**src/rtl/c2w_pkg.sv**
```systemverilog
package c2w_pkg;

   localparam int NUM_WAYS = 2;

   // An empty way is always taken before a valid block is evicted.
   function automatic logic pick_victim(input logic v0, input logic v1, input logic older);
      logic w;
      if (!v0)
         w = 1'b0;
      else if (!v1)
         w = 1'b1;
      else
         w = older;
      return w;
   endfunction

endpackage

```
**src/rtl/c2w_way_store.sv**
```systemverilog
module c2w_way_store #(
   parameter int SET_W  = 3,
   parameter int TAG_W  = 13,
   parameter int DATA_W = 32
) (
   input  logic              clk,
   input  logic              rst_n,
   input  logic [SET_W-1:0]  idx,
   input  logic [TAG_W-1:0]  cmp_tag,
   input  logic              wr_en,
   input  logic [DATA_W-1:0] wr_data,
   output logic              match,
   output logic              line_valid,
   output logic [DATA_W-1:0] line_data
);
   localparam int SETS = 1 << SET_W;

   logic [SETS-1:0]   valid_q;
   logic [TAG_W-1:0]  tag_q  [SETS];
   logic [DATA_W-1:0] data_q [SETS];

   always_ff @(posedge clk or negedge rst_n) begin
      if (!rst_n)
         valid_q <= '0;
      else if (wr_en)
         valid_q[idx] <= 1'b1;
   end

   always_ff @(posedge clk) begin
      if (wr_en) begin
         tag_q[idx]  <= cmp_tag;
         data_q[idx] <= wr_data;
      end
   end

   always_comb begin
      line_valid = valid_q[idx];
      line_data  = data_q[idx];
      match      = valid_q[idx] && (tag_q[idx] == cmp_tag);
   end


   fill_sets_valid_chk: assert property (@(posedge clk) disable iff (!rst_n)
      wr_en |=> valid_q[$past(idx)]);

endmodule

```
**src/rtl/c2w_lru.sv**
```systemverilog
module c2w_lru #(
   parameter int SET_W = 3
) (
   input  logic             clk,
   input  logic             rst_n,
   input  logic [SET_W-1:0] idx,
   input  logic             touch,
   input  logic             touch_way,
   input  logic             valid0,
   input  logic             valid1,
   output logic             victim
);
   import c2w_pkg::*;

   localparam int SETS = 1 << SET_W;

   // One bit per set naming the older way.
   logic [SETS-1:0] older_q;

   always_ff @(posedge clk or negedge rst_n) begin
      if (!rst_n)
         older_q <= '0;
      else if (touch)
         older_q[idx] <= ~touch_way;
   end

   always_comb victim = pick_victim(valid0, valid1, older_q[idx]);


   touched_not_victim_chk: assert property (@(posedge clk) disable iff (!rst_n)
      touch ##1 (idx == $past(idx)) |-> (victim != $past(touch_way)));

endmodule

```
**src/rtl/c2w_cache.sv**
```systemverilog
module c2w_cache #(
   parameter int ADDR_W = 16,
   parameter int SET_W  = 3,
   parameter int DATA_W = 32
) (
   input  logic              clk,
   input  logic              rst_n,
   input  logic              req_valid,
   input  logic [ADDR_W-1:0] req_addr,
   output logic              hit,
   output logic              hit_way,
   output logic [DATA_W-1:0] rd_data,
   output logic              miss,
   output logic              victim_way,
   input  logic              fill_valid,
   input  logic [DATA_W-1:0] fill_data
);
   import c2w_pkg::*;

   localparam int TAG_W = ADDR_W - SET_W;

   initial begin : param_chk
      assert (SET_W > 0 && SET_W < ADDR_W) else $error("SET_W must lie in 1..ADDR_W-1");
      assert (DATA_W > 0) else $error("DATA_W must be positive");
   end

   logic [SET_W-1:0]  idx;
   logic [TAG_W-1:0]  tag;
   logic [NUM_WAYS-1:0] match_vec;
   logic [NUM_WAYS-1:0] valid_vec;
   logic [NUM_WAYS-1:0] wr_vec;
   logic [DATA_W-1:0] way_data [NUM_WAYS];
   logic              any_match;
   logic              fill_take;
   logic              touch;
   logic              touch_way;
   logic              victim;

   assign idx = req_addr[SET_W-1:0];
   assign tag = req_addr[ADDR_W-1:SET_W];

   for (genvar w = 0; w < NUM_WAYS; w++) begin : g_way
      assign wr_vec[w] = fill_take && (victim == w[0]);
      c2w_way_store #(.SET_W(SET_W), .TAG_W(TAG_W), .DATA_W(DATA_W)) u_store (
         .clk        (clk),
         .rst_n      (rst_n),
         .idx        (idx),
         .cmp_tag    (tag),
         .wr_en      (wr_vec[w]),
         .wr_data    (fill_data),
         .match      (match_vec[w]),
         .line_valid (valid_vec[w]),
         .line_data  (way_data[w])
      );
   end

   c2w_lru #(.SET_W(SET_W)) u_lru (
      .clk       (clk),
      .rst_n     (rst_n),
      .idx       (idx),
      .touch     (touch),
      .touch_way (touch_way),
      .valid0    (valid_vec[0]),
      .valid1    (valid_vec[1]),
      .victim    (victim)
   );

   always_comb begin
      any_match  = |match_vec;
      hit        = req_valid && any_match;
      miss       = req_valid && !any_match;
      hit_way    = hit && match_vec[1];
      rd_data    = hit ? way_data[match_vec[1]] : '0;
      fill_take  = miss && fill_valid;
      touch      = hit || fill_take;
      touch_way  = hit ? match_vec[1] : victim;
      victim_way = victim;
   end


   single_way_match_chk: assert property (@(posedge clk) disable iff (!rst_n)
      $onehot0(match_vec));


   fill_then_hit_chk: assert property (@(posedge clk) disable iff (!rst_n)
      fill_take |=> (!(req_valid && $stable(req_addr)) || hit));

endmodule

```
**config.mk**
```make
export PLATFORM = sky130hd
export DESIGN_NAME = c2w_cache
export DESIGN_NICKNAME = d
export VERILOG_FILES = /design/src/rtl/c2w_pkg.sv /design/src/rtl/c2w_way_store.sv /design/src/rtl/c2w_lru.sv /design/src/rtl/c2w_cache.sv
export SDC_FILE = /design/constraint.sdc
export NUM_CORES = 1
export LEC_CHECK = 0
export BUFFER_PORTS_ARGS = -buffer_cell sky130_fd_sc_hd__buf_2
export CORE_UTILIZATION = 56
export CTS_CLUSTER_SIZE = 28
export DETAILED_ROUTE_END_ITERATION = 6
export PLACE_DENSITY = 0.76
export SYNTH_ARGS = -nofsm -noshare
export SYNTH_HDL_FRONTEND = slang
export SYNTH_HIERARCHICAL = 1
export SYNTH_SLANG_ARGS = --single-unit
```
**constraint.sdc**
```tcl
create_clock -name clk -period 5.45 [get_ports clk]
set_input_delay 0.2725 -clock clk [delete_from_list [all_inputs] [get_ports clk]]
set_output_delay 0.2725 -clock clk [all_outputs]
set_load 0.02 [all_outputs]
```
==> results.sh <==
export IMPL_grt_overflow_total=0
export IMPL_synth_warnings=6
export IMPL_gr_usage_met2_pct=40.2
export IMPL_arrival_ns=4.20
export IMPL_final_hold_violation_count=0
export IMPL_cts_made_buffers=74
export IMPL_cellPowerDensity_nw_per_um2=360
export IMPL_rsz0062_at_grt="no"
export IMPL_syn_area_per_cell_sq_um=17.9
export IMPL_worstSetupPathType="in2out"
export IMPL_die_h_um=233
export IMPL_pwr_share_seq_pct=54.0
export IMPL_period_share_pct=82.0
export IMPL_viasPerCell=6.41
export IMPL_synth_top_cells_by_count="720 x edfxtp_1, 159 x mux2i_1, 98 x mux2_2"
export IMPL_met1_usage_pct=33.7
export IMPL_drv_cap=0
export IMPL_worst_skew_pair_late_latency_ns=0.61
export IMPL_ctsRootBufferMaster="clkbuf_16"
export IMPL_setup_viol=0
export IMPL_die_w_um=233
export IMPL_synthArstFlopShare_pct=3.23
export IMPL_regArea_sq_um=22200
export IMPL_skew_ns=0.0201
export IMPL_htree_levels=3
export IMPL_p_leak_nw=11.2
export IMPL_drive_gt1_share_pct=21.8
export IMPL_worst_pin_slew_ns=1.28
export IMPL_synth_edf_count=720
export IMPL_busiest_layer="met2"
export IMPL_dieArea_sq_um=54100
export IMPL_ys_seq_area_share_pct=74.6
export IMPL_clockBufferDepth=3
export IMPL_slew_violations=0
export IMPL_r2r_worst_path_cells=12
export IMPL_netlist_top_cells_area="edfxtp_1 73%, mux2i_1 5.3%, mux2_2 3.7%"
export IMPL_fin_crit_ns=4.47
export IMPL_cts_tree="done"
export IMPL_syn_area_sq_um=29800
export IMPL_cts_resized=0
export IMPL_cts_sinks=744
export IMPL_clk_pin_slew_worst_paths_ns=0.07
export IMPL_ys_seq_elements=744
export IMPL_ys_flop_type="edfxtp_1"
export IMPL_grt_use_met3_pct=4.18
export IMPL_row_count=84
export IMPL_netlist_cell_type_count=60
export IMPL_synth_top_cell_by_area="edfxtp_1"
export IMPL_syn_nets=1716
export IMPL_multi_input_area_sq_um=6940
export IMPL_grt_max_degree=98
export IMPL_intPower_w=0.00935
export IMPL_p_clk_share_pct=39.8
export IMPL_comb_power_share_pct=6.2
export IMPL_cp_start_kind="input pin"
export IMPL_setup_tns_ns=0
export IMPL_grt_usage_pct=24.6
export IMPL_postCtsSetupBuffers=0
export IMPL_fin_nets=1816
export IMPL_max_vdd_ir_drop_v=0.000278
export IMPL_fmaxAchievable_ghz=0.224
export IMPL_status="finished, final reports clean"
export IMPL_antenna_left=0
export IMPL_place_congestion=0.838
export IMPL_cts_hold_fix_buffers=1
export IMPL_grt_pass1_wl_mm=98.4
export IMPL_start_util_pct=56.7
export IMPL_cp_required_ns=5.18
export IMPL_via_count=16100
export IMPL_yosysTopAreaCellShare_pct=72.6
export IMPL_core_sq_um=52600
export IMPL_maxSlewHeadroom_pct=14.5
export IMPL_ios=88
export IMPL_routedWlPerCell_um=26.2
export IMPL_route_final_wire_length_mm=65.9
export IMPL_synth_most_common_cell="edfxtp_1"
export IMPL_p_sw_share_pct=21.7
export IMPL_netlist_instances=1664
export IMPL_design_area_sq_um=33200
export IMPL_cp_max_fo=97
export IMPL_holdPathStages=1
export IMPL_drtPass1Iterations=6
export IMPL_p_switching_w=0.00259
export IMPL_grt_pass1_vias=16200
export IMPL_drc_errors=0
export IMPL_place_area_sq_um=30900
export IMPL_io_buffers=87
export IMPL_dpl_hpwl_mm=36.3
export IMPL_area_growth_syn_to_layout_pct=11.4
export IMPL_end_kind="output pin"
export IMPL_nFillCells=3568
export IMPL_drtIter0Drc=1658
export IMPL_antenna_found_initial=3
export IMPL_hp_class="in2reg"
export IMPL_p_total_w=0.0119
[critical path: stages]
cell and delay, ns:
clkbuf_8 0.60, and2_1 0.59, a22oi_1 0.18, nand2_1 0.12, xor2_1 0.20, nand4_1 0.13, nor4_2 0.53, nor2b_4 0.75
buf_4 0.32, a32o_1 0.22, buf_2 0.18
[path summary, 6_finish.rpt]
check	endpoint	slack (ns)	from
worst min-delay path	g_way[1].u_store/data_q[0][21]	0.04	fill_data[21]
min in group asynchronous	g_way[0].u_store/valid_q[2]	0.22	rst_n
worst max register to register	g_way[0].u_store/tag_q[3][9]	1.40	g_way[1].u_store/tag_q[5][1]
max in group asynchronous	g_way[0].u_store/valid_q[5]	4.86	rst_n
worst max-delay path	rd_data[11]	0.98	req_addr[2]
worst min register to register	g_way[1].u_store/valid_q[3]	0.47	g_way[1].u_store/valid_q[3]
[cells by family (layout without fill, tap and decap cells)]
| family | count (synthesis) | count (layout) | share of synthesized area (%) |
|---|---|---|---|
| buffers and inverters | 110 | 267 | 2.39 |
| XOR/XNOR | 24 | 24 | 0.706 |
| flip-flops | 744 | 744 | 74.6 |
| AND/OR/NAND/NOR | 170 | 170 | 2.87 |
| other | 0 | 1 | 0 |
| AO/OA/AOI/OAI | 330 | 330 | 8.04 |
| multiplexers | 286 | 286 | 11.3 |
[power by group through the flow]
stage | registers, W | logic [W] | clock network [W]
after floorplan | 0.00656 | 0.000477 | 0
after global placement | 0.00656 | 0.000705 | 0
after detailed placement | 0.00657 | 0.000728 | 0
after CTS | 0.00645 | 0.000734 | 0.00480
after global routing | 0.00645 | 0.000789 | 0.00501
final | 0.00645 | 0.000738 | 0.00476
[per-stage QoR]
stage	std cells	worst slack [ns]	hold slack, ns	utilization, %
2_1_floorplan	1664	0.847	-0.0231	-
3_3_place_gp	2375	0.821	0.274	58.8
3_5_place_dp	2375	0.700	0.282	58.8
4_1_cts	2509	1.06	0.0171	63.1
5_1_grt	2509	0.805	0.0258	63.1
6_report	2510	0.980	0.0408	63.1
[flip-flops by register name (all words and copies together) (netlist names)]
| register | flops |
|---|---|
| g_way.u_store/tag_q | 208 |
| u_lru/older_q | 8 |
| g_way.u_store/data_q | 512 |
| g_way.u_store/valid_q | 16 |
[per-layer routing]
| layer | share of wire (%) | routed length (um) | vias to the layer above |
|---|---|---|---|
| met3 | 8.1 | 5330 | 141 |
| met4 | 2.9 | 1920 | 0 |
| met2 | 49 | 32200 | 818 |
| li1 | - | - | 6919 |
| met5 | 0 | 0 | - |
| met1 | 40 | 26400 | 8203 |
[cell type report]
| type | count | area share (%) |
|---|---|---|
| diodes | 1 | 0.00755 |
| clock buffers | 97 | 6.00 |
| clock inverters | 36 | 0.755 |
| inverters | 2 | 0.0226 |
| multi-input cells | 810 | 20.9 |
| flip-flops and latches | 744 | 67.0 |
| well taps | 688 | 2.60 |
| repair buffers | 132 | 2.68 |
[layout by cell type (no fill, tap or decap), types with 6 or more instances in the layout]
master | Yosys | final
a221oi_1 | 10 | 10
a22oi_1 | 84 | 84
a21oi_1 | 54 | 54
o31ai_1 | 8 | 8
clkbuf_1 | 28 | 20
a32o_1 | 27 | 27
nor2_4 | 0 | 6
clkinv_2 | 0 | 9
buf_12 | 0 | 7
clkbuf_16 | 0 | 76
o221ai_1 | 12 | 12
or2_2 | 16 | 16
dfrtp_1 | 24 | 24
xor2_1 | 12 | 12
xnor2_1 | 12 | 12
mux4_2 | 20 | 20
nand2_1 | 31 | 31
clkinv_1 | 0 | 18
o22a_1 | 50 | 50
mux2_2 | 98 | 98
o21ai_0 | 56 | 56
nand2b_1 | 9 | 9
buf_4 | 23 | 37
edfxtp_1 | 720 | 720
mux4_1 | 8 | 8
buf_2 | 34 | 84
nor2_1 | 68 | 62
and3_2 | 0 | 6
mux2i_1 | 159 | 159
Note: power is estimated with default switching activity, not from simulation.
